[src/rtl/tuneword_pkg.sv]
package tuneword_pkg;

    typedef enum logic [1:0] {
        TW_IDLE,
        TW_BAND,
        TW_CARR,
        TW_SEND
    } tw_state_e;

    localparam int unsigned TW_HIGH_LIMIT = 32'd480_000_000;
    localparam int unsigned TW_REF_RESET  = 32'd10_000_000;
    localparam int unsigned TW_STEP_MUL   = 4;
    localparam int unsigned TW_STEP_DIV   = 625;
    localparam logic [4:0]  TW_BAND_BIAS  = 5'd24;
    localparam logic [6:0]  TW_REG_ADDR   = 7'h75;
    localparam logic        TW_SIDE_SEL   = 1'b1;

endpackage

[src/rtl/tw_restoring_div.sv]
module tw_restoring_div #(
    parameter int W = 34
) (
    input  logic         clk,
    input  logic         rst_n,
    input  logic         go,
    input  logic [W-1:0] dividend,
    input  logic [W-1:0] divisor,
    output logic         valid,
    output logic [W-1:0] quotient,
    output logic [W-1:0] remainder
);
    localparam int CW = $clog2(W + 1);

    typedef struct packed {
        logic [W-1:0]  rem;
        logic [W-1:0]  quo;
        logic [W-1:0]  den;
        logic [CW-1:0] cnt;
        logic          run;
        logic          valid;
    } div_st_t;

    div_st_t st_q, st_d;
    logic [W:0] shifted;
    logic [W:0] trial;

    always_comb begin
        st_d       = st_q;
        st_d.valid = 1'b0;
        shifted    = {st_q.rem, st_q.quo[W-1]};
        trial      = shifted - {1'b0, st_q.den};
        if (go) begin
            st_d.rem = '0;
            st_d.quo = dividend;
            st_d.den = divisor;
            st_d.cnt = CW'(W);
            st_d.run = 1'b1;
        end else if (st_q.run) begin
            if (shifted >= {1'b0, st_q.den}) begin
                st_d.rem = trial[W-1:0];
                st_d.quo = {st_q.quo[W-2:0], 1'b1};
            end else begin
                st_d.rem = shifted[W-1:0];
                st_d.quo = {st_q.quo[W-2:0], 1'b0};
            end
            st_d.cnt = st_q.cnt - CW'(1);
            if (st_q.cnt == CW'(1)) begin
                st_d.run   = 1'b0;
                st_d.valid = 1'b1;
            end
        end
    end

    always_ff @(posedge clk or negedge rst_n) begin
        if (!rst_n) st_q <= '0;
        else        st_q <= st_d;
    end

    assign valid     = st_q.valid;
    assign quotient  = st_q.quo;
    assign remainder = st_q.rem;

endmodule

[src/rtl/tw_spi_burst.sv]
module tw_spi_burst #(
    parameter int FRAME_W = 32,
    parameter int HALF    = 2
) (
    input  logic               clk,
    input  logic               rst_n,
    input  logic               go,
    input  logic [FRAME_W-1:0] frame,
    output logic               sclk,
    output logic               mosi,
    output logic               cs_n,
    output logic               fin
);
    localparam int BW = $clog2(FRAME_W);
    localparam int TW = $clog2(HALF) + 1;

    typedef struct packed {
        logic [FRAME_W-1:0] sh;
        logic [BW-1:0]      bits;
        logic [TW-1:0]      tick;
        logic               sclk;
        logic               cs_n;
        logic               fin;
    } spi_st_t;

    spi_st_t st_q, st_d;

    always_comb begin
        st_d     = st_q;
        st_d.fin = 1'b0;
        if (st_q.cs_n) begin
            if (go) begin
                st_d.cs_n = 1'b0;
                st_d.sclk = 1'b0;
                st_d.sh   = frame;
                st_d.bits = '0;
                st_d.tick = '0;
            end
        end else begin
            st_d.tick = st_q.tick + TW'(1);
            if (st_q.tick == TW'(HALF - 1)) begin
                st_d.tick = '0;
                if (!st_q.sclk) begin
                    st_d.sclk = 1'b1;
                end else begin
                    st_d.sclk = 1'b0;
                    if (st_q.bits == BW'(FRAME_W - 1)) begin
                        st_d.cs_n = 1'b1;
                        st_d.fin  = 1'b1;
                    end else begin
                        st_d.bits = st_q.bits + BW'(1);
                        st_d.sh   = {st_q.sh[FRAME_W-2:0], 1'b0};
                    end
                end
            end
        end
    end

    always_ff @(posedge clk or negedge rst_n) begin
        if (!rst_n) begin
            st_q      <= '0;
            st_q.cs_n <= 1'b1;
        end else begin
            st_q <= st_d;
        end
    end

    assign sclk = st_q.sclk;
    assign mosi = st_q.sh[FRAME_W-1];
    assign cs_n = st_q.cs_n;
    assign fin  = st_q.fin;

endmodule

[src/rtl/tuning_word_gen.sv]
module tuning_word_gen #(
    parameter int FREQ_W   = 32,
    parameter int SPI_HALF = 2
) (
    input  logic              clk,
    input  logic              rst_n,
    input  logic              start,
    input  logic [FREQ_W-1:0] freq_hz,
    input  logic              ref_we,
    input  logic [FREQ_W-1:0] ref_data,
    output logic              spi_sclk,
    output logic              spi_mosi,
    output logic              spi_cs_n,
    output logic              busy,
    output logic              done,
    output logic              freq_changed
);
    import tuneword_pkg::*;

    localparam int DIV_W   = FREQ_W + 2;
    localparam int FRAME_W = 32;

    typedef struct packed {
        tw_state_e         state;
        logic [FREQ_W-1:0] refv;
        logic              hb;
        logic [4:0]        band;
        logic              busy;
        logic              done;
        logic              chg;
    } top_st_t;

    top_st_t st_q, st_d;

    logic               div_go;
    logic [DIV_W-1:0]   div_num;
    logic [DIV_W-1:0]   div_den;
    logic               div_valid;
    logic [DIV_W-1:0]   div_quo;
    logic [DIV_W-1:0]   div_rem;
    logic               spi_go;
    logic [FRAME_W-1:0] spi_frame;
    logic               spi_fin;
    logic               high_req;
    logic [FREQ_W-1:0]  scaled_freq;

    always_comb begin
        st_d        = st_q;
        st_d.done   = 1'b0;
        div_go      = 1'b0;
        div_num     = '0;
        div_den     = DIV_W'(TW_STEP_DIV);
        spi_go      = 1'b0;
        high_req    = (freq_hz >= FREQ_W'(TW_HIGH_LIMIT));
        scaled_freq = high_req ? (freq_hz >> 1) : freq_hz;
        spi_frame   = {1'b1, TW_REG_ADDR, 1'b0, TW_SIDE_SEL, st_q.hb, st_q.band,
                       div_quo[15:0]};
        unique case (st_q.state)
            TW_IDLE: begin
                if (ref_we && (ref_data != '0)) st_d.refv = ref_data;
                if (start) begin
                    st_d.hb    = high_req;
                    div_go     = 1'b1;
                    div_num    = DIV_W'(scaled_freq);
                    div_den    = DIV_W'(st_q.refv);
                    st_d.busy  = 1'b1;
                    st_d.chg   = 1'b0;
                    st_d.state = TW_BAND;
                end
            end
            TW_BAND: begin
                if (div_valid) begin
                    st_d.band  = div_quo[4:0] - TW_BAND_BIAS;
                    div_go     = 1'b1;
                    div_num    = {div_rem[FREQ_W-1:0], 2'b00};
                    st_d.state = TW_CARR;
                end
            end
            TW_CARR: begin
                if (div_valid) begin
                    spi_go     = 1'b1;
                    st_d.state = TW_SEND;
                end
            end
            TW_SEND: begin
                if (spi_fin) begin
                    st_d.busy  = 1'b0;
                    st_d.done  = 1'b1;
                    st_d.chg   = 1'b1;
                    st_d.state = TW_IDLE;
                end
            end
            default: st_d.state = TW_IDLE;
        endcase
    end

    always_ff @(posedge clk or negedge rst_n) begin
        if (!rst_n) begin
            st_q      <= '0;
            st_q.refv <= FREQ_W'(TW_REF_RESET);
        end else begin
            st_q <= st_d;
        end
    end

    tw_restoring_div #(.W(DIV_W)) u_div (
        .clk       (clk),
        .rst_n     (rst_n),
        .go        (div_go),
        .dividend  (div_num),
        .divisor   (div_den),
        .valid     (div_valid),
        .quotient  (div_quo),
        .remainder (div_rem)
    );

    tw_spi_burst #(.FRAME_W(FRAME_W), .HALF(SPI_HALF)) u_spi (
        .clk   (clk),
        .rst_n (rst_n),
        .go    (spi_go),
        .frame (spi_frame),
        .sclk  (spi_sclk),
        .mosi  (spi_mosi),
        .cs_n  (spi_cs_n),
        .fin   (spi_fin)
    );

    assign busy         = st_q.busy;
    assign done         = st_q.done;
    assign freq_changed = st_q.chg;

endmodule

[config.mk]
export PLATFORM = sky130hd
export DESIGN_NAME = tuning_word_gen
export DESIGN_NICKNAME = d
export VERILOG_FILES = /design/src/rtl/tuneword_pkg.sv /design/src/rtl/tw_restoring_div.sv /design/src/rtl/tw_spi_burst.sv /design/src/rtl/tuning_word_gen.sv
export SDC_FILE = /design/constraint.sdc
export NUM_CORES = 1
export LEC_CHECK = 0
export ABC_AREA = 0
export BUFFER_PORTS_ARGS = -buffer_cell sky130_fd_sc_hd__buf_2
export CAP_MARGIN = 40
export CORE_MARGIN = 8
export CORE_UTILIZATION = 55
export CTS_BUF_LIST = sky130_fd_sc_hd__clkbuf_4 sky130_fd_sc_hd__clkbuf_8
export CTS_CLUSTER_DIAMETER = 50
export DETAILED_ROUTE_END_ITERATION = 6
export MAX_ROUTING_LAYER = met4
export PLACE_DENSITY = 0.77
export SYNTH_ARGS = -nofsm -noshare
export SYNTH_HDL_FRONTEND = slang
export SYNTH_SLANG_ARGS = --single-unit
[constraint.sdc]
create_clock -name clk -period 2.78 [get_ports clk]
set_clock_uncertainty 0.1 [all_clocks]
set_input_delay 0.417 -clock clk [delete_from_list [all_inputs] [get_ports clk]]
set_output_delay 0.417 -clock clk [all_outputs]
set_load 0.05 [all_outputs]
# --- Word-level counts from Yosys, hierarchy flattened ---
# Index checks and enable logic that the tools add are counted.
word_totals:
  reg_bits: 195
  mem_bits_rw: 0
  inputBits: 68
  elab_cells: 89
  rom_bits: 0
  memories: 0
  latchBits: 0
op_classes:
  reduce_logical: 14
  add_sub_neg: 5
  muxes: 37
  bitwise_logic: 0
  n_shift: 0
  magnitude_cmp: 2
  multipliers: 0
  n_eq_ne: 12
  div: 0
ops:
  columns: ["cell", "n"]
  rows:
  - ["$mux 68", 3]
  - ["$mux 32", 3]
  - ["$mux 41", 2]
  - ["$mux 37", 2]
  - ["$mux 34", 2]
  - ["$pmux 34 s2", 1]
  - ["$mux 42", 1]
  - ["$ge 35x34->1", 1]
  - ["$sub 34x34->34", 1]
  - ["$ge 32x29->1 const B", 1]
  - ["$reduce_bool 32->1", 1]
  - ["$mux 2", 7]
  - ["$mux 1", 9]
  - ["$mux 8", 1]
  - ["$ne 2x1->1 const B", 4]
  - ["$pmux 2 s4", 1]
  - ["$reduce_and 2->1", 4]
  - ["$reduce_and 4->1", 2]
  - ["$reduce_bool 2->1", 4]
  - ["$mux 7", 1]
  - ["$eq 6x1->1 const B", 1]
  - ["$pmux 1 s2", 3]
  - ["$sub 6x1->6 const B", 1]
  - ["$add 5x1->5 const B", 1]
  - ["10 further kinds", 13]

# --- Depth between registers and ports, before layout ---
# Gate-level depths: netlist of run 1.
depth:
  word_depth: 5
  mapped_depth: 14
  depth_no_buf: 13

# --- Modules after synthesis ---
# From an unflattened synthesis of run 1, not the netlist that was laid out.
hier_totals:
  cells_unflattened: 1291
  hier_area_um2: 12087.8
by_module_without_submodules:
  columns: ["mod", "area_per_inst_um2", "instances", "seq_area_each_um2", "cells_per_inst"]
  rows:
  - ["tw_restoring_div", 7322.0, 1, 2752.6, 846]
  - ["tuning_word_gen", 2822.7, 1, 1086.0, 292]
  - ["tw_spi_burst", 1943.1, 1, 1052.3, 153]

# --- Worst setup path after synthesis of run 1 ---
# No wires, ideal clock.
synth_path:
  path_type: "register to register"
  startpoint: "reg u_div.st_q, in the netlist u_div.quotient[33]"
  endpoint: "reg u_div.st_q, in the netlist u_div.remainder[22]"
  period_less_slack_ns: 2.631
  t_required_ns: 2.586
  path_stages_with_launch: 14
  n_path_buf: 0
  arrival_ns: 2.437
  setup_slack_ns: 0.149
  path_cell_list: "dfrtp_1 -> inv_1 -> ha_1 -> inv_1 -> fa_1 -> a211oi_1 -> o21ai_1 -> o21ai_1 -> o21ai_2 -> a31oi_1 -> o21ai_1 -> xor2_1 -> mux2i_1 -> a211oi_1"
synth_via:
  elab_chain_len: 4
synth_rtl:
  columns: ["item", "line_no", "source"]
  rows:
  - ["start, declared", "tw_restoring_div.sv:24", "div_st_t st_q, st_d;"]
  - ["start signal, assigned", "tw_restoring_div.sv:57", "else st_q <= st_d;"]
  - ["$sub 34x34->34 or $ge 35x34->1 (tied branches)", "tw_restoring_div.sv:32, tw_restoring_div.sv:40", null]
  - ["$mux 68 (*)", "tw_restoring_div.sv:40", "if (shifted >= {1'b0, st_q.den}) begin"]
  - ["$mux 68 (*)", "tw_restoring_div.sv:39", "end else if (st_q.run) begin"]
  - ["$mux 68 (*)", "tw_restoring_div.sv:33", "if (go) begin"]
# Every way passes the cells marked *; elsewhere a longest branch is shown, timed or not. The select of a mux whose other input is x is not followed.
# A chain may end at the register's enable or synchronous reset.

# --- Worst setup path after layout of run 1 ---
layout_path:
  startpoint: "reg u_div.st_q, in the netlist u_div.remainder[27]"
  endpoint: "reg u_div.st_q, in the netlist u_div.remainder[2]"
layout_via:
  elab_chain_len: 4
layout_rtl:
  columns: ["item", "line_no"]
  rows:
  - ["$ge 35x34->1", "tw_restoring_div.sv:40"]
  - ["$mux 68", "tw_restoring_div.sv:40"]
  - ["$mux 68", "tw_restoring_div.sv:39"]
  - ["$mux 68", "tw_restoring_div.sv:33"]
# Every way passes these cells. The select of a mux whose other input is x is not followed.

==> results.yml, run 1 <==
run_status:
  outcome: "finished with violations"
  violations: "DRC"
critical_path:
  cp-start-kind: "register"
  arrival_ns: 3.01
  reg2reg_from: "u_div.remainder[27]"
  worstSetupPathType: "register to register"
  crit_required_ns: 3.06
  crit_path_end_kind: "register"
  cp-startpoint: "u_div.remainder[27]"
  worstPathMaxFanout: 4
clocking:
  htree_levels: 4
  cts.path.max_buffers: 2
  clkTransAtPathRegs_ns: 0.11
  cts_tree: "done"
  cts_root_buf: "clkbuf_8"
  clk_latency_ns: 0.48
  cts.sinks: 193
  cts_buffers: 17
route:
  viasPerCell: 5.971
  wirelength_mm: 27.76
  via_count: 8891
  final_antenna_net_count: 0
  drt-initial-drc-count: 871
  routedWlPerCell_um: 18.64
  drc: 2
  firstDrtPassIters: 7
pwr:
  p_total_uw: 4925
  p_leak_uw: 0.005903
  powerDensity_nw_per_um2: 395.6
  irDropWorstVdd_v: 0.0003538
sta:
  layout_setup_ws_ns: 0.05298
  tightest_slew_ns: 0.6907
  slew_headroom: 0.5384
  post-route-min-period_ns: 2.727
  setup_violations: 0
  slew_viol_final: 0
  period_share: 0.9809
  max_freq_mhz: 366.7
  whs_ns: 0.07564
  hold_viol_final: 0
floorplan:
  die_w_um: 155.3
  start_util: 0.5539
  core-area_um2: 19270
  die_area_um2: 24120
  die_h_um: 155.3
  top_level_ports: 74
  core.rowCount: 51
final_layout:
  syn_to_final_growth_pct: 16.65
  drive_gt1_frac: 0.2500
  fill_cells: 1541
  nets: 1320
  final_area_um2: 12450
  antenna_cells: 0
job:
  max_cap_viol_count: 0
yosys:
  syn_area_um2: 10670
  synth-async-reset-ratio: 1.000
  synth_cells: 1104
  synth_flop_cell: "dfrtp_1"
  yosys_warnings: 0
  yosys.area.top_type: "dfrtp_1"
  synth_top_area_share: 0.4314
  syn-num-nets: 1213
  synthTopCellsByArea: "dfrtp_1 43%, mux2_2 5.4%, ha_1 4.7%"
  synth_cell_types: 71
  synth_edf_count: 0
  yosys_register_bits: 193
  syn_avg_cell_area_um2: 9.668
  yosysSeqAreaShare: 0.4535
min_path:
  min_from: "ref_data[22]"
  worstHoldPathType: "input pin to register"
placement:
  finalWeightedCongestion: 0.9850
  place_area_um2: 11690
  hpwlAfterDp_mm: 19.55
  port_buffers: 73
  dp_slack_ns: -0.01898
grt:
  grt_start_max_net_pins: 65
  grt_pass1_wl_mm: 44.79
  grt_pass1_vias: 8812
  grt_antenna_before_repair: 0
  grt.overflow.total: 0
  grt_usage: 0.2372
through the flow:
stage	instances	utilization	setup TNS, ns
finish	1489	0.6461	0
detailed placement	1450	0.6064	-0.02971
CTS	1483	0.6289	0
global placement	1450	0.6064	0
floorplan	1104	-	0
global route	1489	0.6461	-0.2144
cell usage after synthesis, types with 13 or more instances:
cell type,n
clkbuf_1,43
xnor2_1,23
nor2_1,68
xor2_1,13
a31oi_1,21
nand2_1,128
a222oi_1,21
nand3_1,22
mux2i_1,40
a21oi_1,81
o21ai_0,95
a21o_1,15
ha_1,40
dfrtp_1,184
mux2_2,51
inv_1,66
repair_timing:
item | CTS | global route
gates resized for setup | 2 | 48
cloned | 0 | 1
hold endpoints to repair | 60 | 0
setup buffers | 0 | 5
pin swaps | 0 | 21
hold buffers | 1 | 0
endpoints found under the setup margin | 8 | 29
worst max-delay path: stages (launching register included):
cell     delay (ns)
dfrtp_1        0.45
ha_1           0.34
a21o_1         0.18
a21o_1         0.17
a21o_1         0.24
a21oi_4        0.19
nand2_2        0.10
o21a_1         0.21
buf_4          0.16
mux2_4         0.30
mux2i_1        0.14
nor2_1         0.06
kinds of logic (layout without fill, tap and decap cells):
| logic type | count (synthesis) | count (layout) | synth area share |
|---|---|---|---|
| XOR/XNOR | 36 | 36 | 0.02954 |
| multiplexers | 92 | 92 | 0.09272 |
| adder cells (fa/ha/maj) | 41 | 41 | 0.04876 |
| AND/OR/NAND/NOR | 286 | 286 | 0.1200 |
| AO/OA/AOI/OAI | 321 | 321 | 0.1941 |
| flip-flops | 193 | 193 | 0.4535 |
| buffers and inverters | 135 | 255 | 0.06131 |
routing by layer:
layer / up-vias / GRT usage / wire length [um]
li1: 4164 / - / -
met1: 4366 / 0.3317 / 12930
met2: 330 / 0.3516 / 12670
met3: 31 / 0.04078 / 1804
met4: 0 / 0.06423 / 361
met5: - / - / 0
path summary, 6_finish.rpt:
| check | cells past startpoint | slack (ns) | to |
|---|---|---|---|
| setup reg to reg | 11 | 0.05 | u_div.remainder[2] |
| min in group asynchronous | 2 | 0.38 | u_spi.mosi |
| hold reg to reg | 2 | 0.39 | u_div.st_q[24] |
| max in group asynchronous | 3 | 1.39 | st_q[19] |
| setup / recovery | 11 | 0.05 | u_div.remainder[2] |
| hold / removal | 2 | 0.08 | st_q[31] |
cells in the final DEF, fill, tap and decap left out, types with 4 or more instances in the layout:
master,count
a21oi_1,75
buf_12,10
o21ai_1,6
a21o_1,15
xnor2_1,23
nor2_1,67
dfstp_2,9
a21oi_4,4
and2_1,7
buf_2,72
buf_4,71
clkbuf_8,19
nor4_1,10
nor3_1,10
mux2_2,51
a222oi_1,21
nand2b_1,5
ha_1,27
o21a_1,7
mux2i_1,40
o21ai_0,95
and3_1,7
dfrtp_1,182
a31oi_1,18
ha_2,5
o21bai_1,6
xor2_1,13
a21oi_2,6
inv_1,65
ha_4,8
nand2_1,127
o221ai_1,12
a211oi_1,6
nand3_1,22
o211a_1,4
nand4_1,9
a22o_1,7
layout make-up:
| cell class | instances | area [um2] | area share |
|---|---|---|---|
| Clock buffer | 18 | 247.7 | 0.01990 |
| Clock inverter | 14 | 166.4 | 0.01337 |
| Sequential cell | 193 | 4843 | 0.3890 |
| Multi-Input combinational cell | 776 | 5468 | 0.4392 |
| Inverter | 67 | 251.5 | 0.02020 |
| Tap cell | 265 | 331.6 | 0.02663 |
| Timing Repair Buffer | 156 | 1142 | 0.09175 |
flip-flops by register name, indices dropped and copies added (netlist names):
name,flops
busy,1
done,1
freq_changed,1
spi_frame,6
st_q,34
u_div.quotient,34
u_div.remainder,34
u_div.st_q,39
u_div.valid,1
u_spi.cs_n,1
u_spi.fin,1
u_spi.mosi,1
u_spi.sclk,1
u_spi.st_q,38
power by group:
group / total (uW) / internal, uW / leakage [uW] / switching (uW)
clock network: 1940 / 782 / 0.000207 / 1150
registers: 2810 / 2810 / 0.00251 / 0
logic: 182 / 71.1 / 0.00319 / 111
total: 4930 / 3660 / 0.00590 / 1270
Power figures use the tool's default switching activity.
==> inputs of run 2 (changes only) <==
--- a/config.mk
+++ b/config.mk
@@ -15,6 +15,7 @@
 export DETAILED_ROUTE_END_ITERATION = 6
 export MAX_ROUTING_LAYER = met4
 export PLACE_DENSITY = 0.77
+export RECOVER_POWER = 100
 export SYNTH_ARGS = -nofsm -noshare
 export SYNTH_HDL_FRONTEND = slang
 export SYNTH_SLANG_ARGS = --single-unit
==> constraint.sdc (replaced) <==
create_clock -name clk -period 2.35 [get_ports clk]
set_clock_uncertainty 0.1 [all_clocks]
set_input_delay 0 -clock clk [delete_from_list [all_inputs] [get_ports clk]]
set_output_delay 0 -clock clk [all_outputs]
set_load 0.05 [all_outputs]
==> run 2 against run 1 <==
The run ends with DRC, setup timing left. Setup slack lost 0.49 ns. Via count grew 10%. Non-clock buffer count grew 217. Total power grew 21%.
==> results.yml, run 2 (same netlist as run 1, synthesis figures left out) <==
route:
  via_count: 9803
  wirelength_mm: 31.73
  routedWlPerCell_um: 18.60
  final_antenna_net_count: 0
  drt-initial-drc-count: 775
  viasPerCell: 5.746
  firstDrtPassIters: 7
  drc: 8
final_layout:
  largest_register_ffs: 39
  largest_registers: "u_div.st_q (39), u_spi.st_q (38)"
  nets: 1537
  fill_cells: 1279
  syn_to_final_growth_pct: 39.19
  antenna_cells: 0
  mostFrequentLayoutCells: "189 x buf_4, 179 x dfrtp_1, 123 x nand2_1"
  multi_input_area_um2: 5969
  mostFrequentLayoutCell: "buf_4"
  drive_gt1_frac: 0.3685
  register_area_um2: 4847
  regMostFlops: "u_div.st_q"
grt:
  grt.overflow.total: 0
  grt_antenna_before_repair: 0
  grt_pass1_vias: 9921
  grt_start_max_net_pins: 73
  grt_usage: 0.2650
  grt_pass1_wl_mm: 50.00
pwr:
  p_comb_frac: 0.054
  p_switching_uw: 1625
  p_leak_uw: 0.006972
  internal-power_uw: 4328
  p_total_uw: 5953
  swShare: 0.2730
  power_frac_clock: 0.388
  irDropWorstVdd_v: 0.0005144
  seqPwrFrac: 0.558
  powerDensity_nw_per_um2: 400.7
job:
  max_cap_viol_count: 0
critical_path:
  crit_required_ns: 2.61
  worstSetupPathType: "register to register"
  crit_path_end_kind: "register"
  arrival_ns: 3.05
  path_cells: "ha_4 > buf_6 > nor2b_4 > o2111ai_4 > a211oi_4 > o21ai_4 > a21oi_4 > buf_4 > buf_6 > o21ai_4 > clkbuf_16 > and2_1 > a31oi_1 > a21oi_1"
  worstPathMaxFanout: 5
  cpMaxStageDelayCell: "dfrtp_1"
  reg2reg_slack_ns: -0.44
  cp-start-kind: "register"
  critical_path.max_stage_delay_ns: 0.44
floorplan:
  core.rowCount: 51
  start_util: 0.5539
  die_w_um: 155.3
  core-area_um2: 19270
  top_level_ports: 74
  die_area_um2: 24120
  die_h_um: 155.3
clocking:
  clk_latency_ns: 0.50
  cts_buffers: 17
  cts_root_buf: "clkbuf_8"
  cts.sinks: 193
  cts.path.max_buffers: 2
  htree_levels: 4
  cts_tree: "done"
  clkTransAtPathRegs_ns: 0.12
sta:
  max_freq_mhz: 358.5
  slew_viol_final: 0
  slew_headroom: 0.2952
  layout_setup_ws_ns: -0.4394
  setup_violations: 35
  hold_viol_final: 0
  period_share: 1.187
  grt_setup_unrepaired: "true"
  post-route-min-period_ns: 2.789
  tightest_slew_ns: 1.057
placement:
  finalWeightedCongestion: 0.9578
  port_buffers: 73
  dp_slack_ns: -0.3824
  hpwlAfterDp_mm: 20.74
run_status:
  outcome: "finished with violations"
  violations: "DRC, setup timing"
min_path:
  worstHoldPathType: "input pin to register"
==> run 2: changes by cell type in the layout (fill, tap and decap cells not counted), sizes merged <==
cell,change
buf,+129
bufinv,-1
clkbuf,+17
clkinv,+4
clkinvlp,-1
dlygate4sd3,+70
inv,-1
==> run 2: path summary, 6_finish.rpt <==
kind / depth (start not counted) / from / to
hold reg to reg: 2 / st_q[40] / u_div.st_q[39]
setup reg to reg: 14 / u_div.st_q[8] / u_div.remainder[15]
setup / recovery: 14 / u_div.st_q[8] / u_div.remainder[15]
hold / removal: 4 / ref_we / st_q[37]
min in group asynchronous: 3 / rst_n / u_spi.st_q[6]
max in group asynchronous: 4 / rst_n / spi_frame[21]
==> run 2: routing by layer <==
layer  share of wire  global-route usage
met5               0                   -
met4           0.026             0.08919
met3           0.071             0.05770
met2            0.47              0.4156
met1            0.43              0.3372
==> run 2: worst max-delay path, delay by kind of cell (launching register included) <==
family          cells  cell delay [ns]
compound gates      7             1.16
buf+inv             4             0.52
flops               1             0.44
simple gates        2             0.26
fa+ha+maj           1             0.19
==> run 2: final cells by class <==
cell class | count | area share
clock inverters | 15 | 0.01373
clock buffers | 17 | 0.01575
repair buffers | 373 | 0.2032
inverters | 67 | 0.01693
well taps | 265 | 0.02232
multi-input cells | 776 | 0.4018
flip-flops and latches | 193 | 0.3263
==> run 2: power groups by stage <==
stage | registers (uW) | clock network, uW | logic [uW]
after CTS | 3320 | 2330 | 316
after global routing | 3320 | 2470 | 358
after global placement | 3380 | 0 | 212
after detailed placement | 3380 | 0 | 217
after floorplan | 3390 | 0 | 50.5
final | 3320 | 2310 | 323
==> run 2: what timing repair did <==
action / CTS / global route
setup buffers: 9 / 24
hold buffers: 75 / 1
endpoints found under the setup margin: 35 / 51
gates resized for setup: 67 / 84
pin swaps: 34 / 46
hold endpoints to repair: 256 / 1
gates cloned: 2 / 3
==> run 2: metrics by stage <==
stage	std cells	util	area (um2)	setup TNS (ns)	hold slack (ns)
after global placement	1567	0.6611	12740	-6.817	-0.01937
after CTS	1685	0.7439	14340	-7.448	0.04484
after floorplan	1104	-	10890	-1.850	-0.3956
after detailed placement	1567	0.6611	12740	-8.193	-0.01141
after global routing	1706	0.7709	14860	-18.10	0.07861
final	1706	0.7709	14860	-11.96	0.06016
==> inputs of run 3 (changes only) <==
--- a/config.mk
+++ b/config.mk
@@ -5,17 +5,17 @@
 export SDC_FILE = /design/constraint.sdc
 export NUM_CORES = 1
 export LEC_CHECK = 0
-export ABC_AREA = 0
+export ABC_AREA = 1
 export BUFFER_PORTS_ARGS = -buffer_cell sky130_fd_sc_hd__buf_2
 export CAP_MARGIN = 40
-export CORE_MARGIN = 8
 export CORE_UTILIZATION = 55
 export CTS_BUF_LIST = sky130_fd_sc_hd__clkbuf_4 sky130_fd_sc_hd__clkbuf_8
 export CTS_CLUSTER_DIAMETER = 50
 export DETAILED_ROUTE_END_ITERATION = 6
 export MAX_ROUTING_LAYER = met4
-export PLACE_DENSITY = 0.77
+export PLACE_DENSITY = 0.76
 export RECOVER_POWER = 100
+export SLEW_MARGIN = 20
 export SYNTH_ARGS = -nofsm -noshare
 export SYNTH_HDL_FRONTEND = slang
 export SYNTH_SLANG_ARGS = --single-unit
==> run 3 against run 2 <==
The run ends with capacitance limit, slew limit, setup timing left. Fmax increased by 18%. Die area fell by 8.3%. Sequential power about the same. Clock power increased by 7%. Clock-buffer cell count is 1 higher. Utilization down 1.2 points. Register-to-register slack improved by 0.43 ns. Total power grew 2.8%. Critical path type unchanged.
==> results.yml, run 3 <==
yosys:
  yosys_register_bits: 193
  synth_cell_types: 46
  yosys_warnings: 0
  synth_most_common_cell: "nand2_1"
  synth_edf_count: 0
  synth-async-reset-ratio: 1.000
  syn_avg_cell_area_um2: 7.045
  synth_top_area_share: 0.3890
  syn-num-nets: 1789
  synth_flop_cell: "dfrtp_1"
  synthTopCellsByCount: "510 x nand2_1, 266 x inv_1, 184 x dfrtp_1"
  synth_cells: 1680
  yosys.area.top_type: "dfrtp_1"
  yosysSeqAreaShare: 0.4090
  syn_area_um2: 11840
  synthTopCellsByArea: "dfrtp_1 39%, nand2_1 16%, inv_1 8.4%"
clocking:
  htree_levels: 4
  cts.sinks: 193
  clkTransAtPathRegs_ns: 0.12
  cts_buffers: 17
  clk_latency_ns: 0.50
  cts_tree: "done"
  cts.path.max_buffers: 2
  cts_root_buf: "clkbuf_8"
critical_path:
  worstPathMaxFanout: 7
  reg2reg_from: "u_div.remainder[3]"
  reg2reg_slack_ns: -0.01
  r2r_end: "u_div.remainder[25]"
  worstRegToRegCells: 15
  critical_path.max_stage_delay_ns: 0.44
  path_cells: "ha_4 > nand2_2 > nand2_2 > nand2_1 > nand2_1 > nand2_2 > nand2_2 > nand2_2 > nand3_4 > nand3_4 > buf_12 > nand2_8 > nand3_2 > nand2_1 > nand2_1"
  cpMaxStageDelayCell: "dfrtp_1"
  worstSetupPathType: "register to register"
  cpMostUsedCell: "nand2_2"
  cp_num_cells: 15
  crit_family: "simple AND/OR/NAND/NOR gates"
  crit_path_end_kind: "register"
  cp-start-kind: "register"
  cp_num_buf_inv: 1
  arrival_ns: 2.65
  crit_required_ns: 2.64
placement:
  placed_cells: 2099
  port_buffers: 73
  hpwlAfterDp_mm: 26.56
  finalWeightedCongestion: 1.017
  dp_slack_ns: -0.1490
sta:
  period_share: 1.004
  grt_setup_unrepaired: "true"
  post-route-min-period_ns: 2.361
  hold_viol_final: 0
  slew_viol_final: 76
  layout_setup_ws_ns: -0.01056
  tightest_slew_ns: 1.912
  setup_violations: 1
  max_freq_mhz: 423.6
  slew_headroom: -0.2744
grt:
  grt_usage: 0.3739
  grt_pass1_vias: 11860
  grt_start_max_net_pins: 77
  grt_pass1_wl_mm: 61.65
  grt_antenna_before_repair: 1
  grt.overflow.total: 0
pwr:
  power_frac_clock: 0.403
  seqPwrFrac: 0.542
  powerDensity_nw_per_um2: 382.4
  p_comb_frac: 0.054
  p_total_uw: 6122
  internal-power_uw: 4510
  swShare: 0.2633
  irDropWorstVdd_v: 0.0004240
  p_leak_uw: 0.008455
  p_switching_uw: 1612
route:
  viasPerCell: 5.654
  wirelength_mm: 41.50
  drc: 0
  drt-initial-drc-count: 1171
  routedWlPerCell_um: 18.23
  via_count: 12870
  firstDrtPassIters: 7
  final_antenna_net_count: 0
min_path:
  min_to: "u_div.quotient[0]"
  min_from: "freq_hz[1]"
  hold_depth: 6
  worstHoldPathType: "input pin to register"
floorplan:
  core.rowCount: 53
  top_level_ports: 74
  die_h_um: 148.7
  start_util: 0.5612
  core-area_um2: 21090
  die_w_um: 148.7
  die_area_um2: 22110
run_status:
  outcome: "finished with violations"
  violations: "capacitance limit, slew limit, setup timing"
final_layout:
  fin_util: 0.7591
  regMostFlops: "u_div.st_q"
  syn_to_final_growth_pct: 35.26
  mostFrequentLayoutCells: "470 x nand2_1, 241 x inv_1, 177 x dfrtp_1"
  stdcell_count: 2276
  fill_cells: 1473
  mostFrequentLayoutCell: "nand2_1"
  nets: 2096
  drive_gt1_frac: 0.2180
  largest_registers: "u_div.st_q (39), u_spi.st_q (38)"
  largest_register_ffs: 39
job:
  max_cap_viol_count: 1
==> run 3: cell count changes after synthesis, sizes merged, moves of 21 or more <==
cell    previous run  this run
mux2i             40         0
mux2              52         0
inv               67       272
a222oi            21         0
nand2            128       517
nand3             23       115
nor2              68       130
a22oi              3        25
==> run 3: how the worst max path moves through the flow <==
stage | from | to | slack [ns]
final | u_div.remainder[3] | u_div.remainder[25] | -0.01
after detailed placement | u_div.st_q[24] | u_div.remainder[20] | -0.15
after floorplan | u_div.remainder[20] | u_div.remainder[12] | 0.27
after global placement | u_div.st_q[24] | u_div.remainder[27] | -0.09
after global routing | u_div.remainder[7] | u_div.remainder[16] | -0.08
after CTS | u_div.remainder[17] | u_div.remainder[20] | 0.0007
==> run 3: final cells by class <==
class,instances,area (um2),area share
antenna,1,2.502,0.0001563
clock inverter,14,207.7,0.01297
sequential,193,4850,0.3030
tap,275,344.1,0.02149
timing repair buffer,346,2907,0.1816
clock buffer,18,241.5,0.01509
inverter,274,1035,0.06464
multi-input combinational,1155,6421,0.4011
==> run 3: power groups by stage <==
stage | registers (uW) | clock network [uW] | logic, uW
4_1_cts | 3320 | 2470 | 310
6_report | 3320 | 2470 | 333
2_1_floorplan | 3390 | 0 | 67.8
5_1_grt | 3320 | 2600 | 364
3_5_place_dp | 3380 | 0 | 226
3_3_place_gp | 3380 | 0 | 221
==> run 3: what timing repair did <==
item                                    4_1_cts  5_1_grt
pin swaps                                     1       42
endpoints found under the setup margin       35       44
gates cloned                                  2        6
resized for setup                            21      147
setup buffers                                 4       27
endpoints found under the hold margin       232        0
hold buffers                                104        0
==> run 3: metrics by stage <==
stage	TNS, ns	hold WS, ns	instance area [um2]
after floorplan	0	-0.3956	11840
after global placement	-2.341	-0.006136	13360
after detailed placement	-3.640	-0.003489	13360
after CTS	0	0.04796	15070
after global routing	-1.586	0.3052	16010
final	-0.01056	0.2896	16010
==> run 3: tightest hold or removal path, delay by kind of cell <==
family                 cells  cell delay (ns)
and+or+nand+nor            3             0.18
buffers and inverters      3             0.67
==> run 3: cell families after synthesis <==
| kind of cell | Yosys count | share of synthesized area |
|---|---|---|
| simple gates | 836 | 0.3006 |
| buf+inv | 335 | 0.1111 |
| compound gates | 259 | 0.1235 |
| flops | 193 | 0.4090 |
| fa+ha+maj | 41 | 0.04398 |
| xor+xnor | 16 | 0.01184 |
==> run 3: per-layer routing <==
metal	vias up	GRT usage	share of wire
met2	666	0.5883	0.47
met5	-	-	0
met4	0	0.1299	0.036
met1	6098	0.4854	0.41
met3	129	0.06626	0.080
li1	5975	-	-
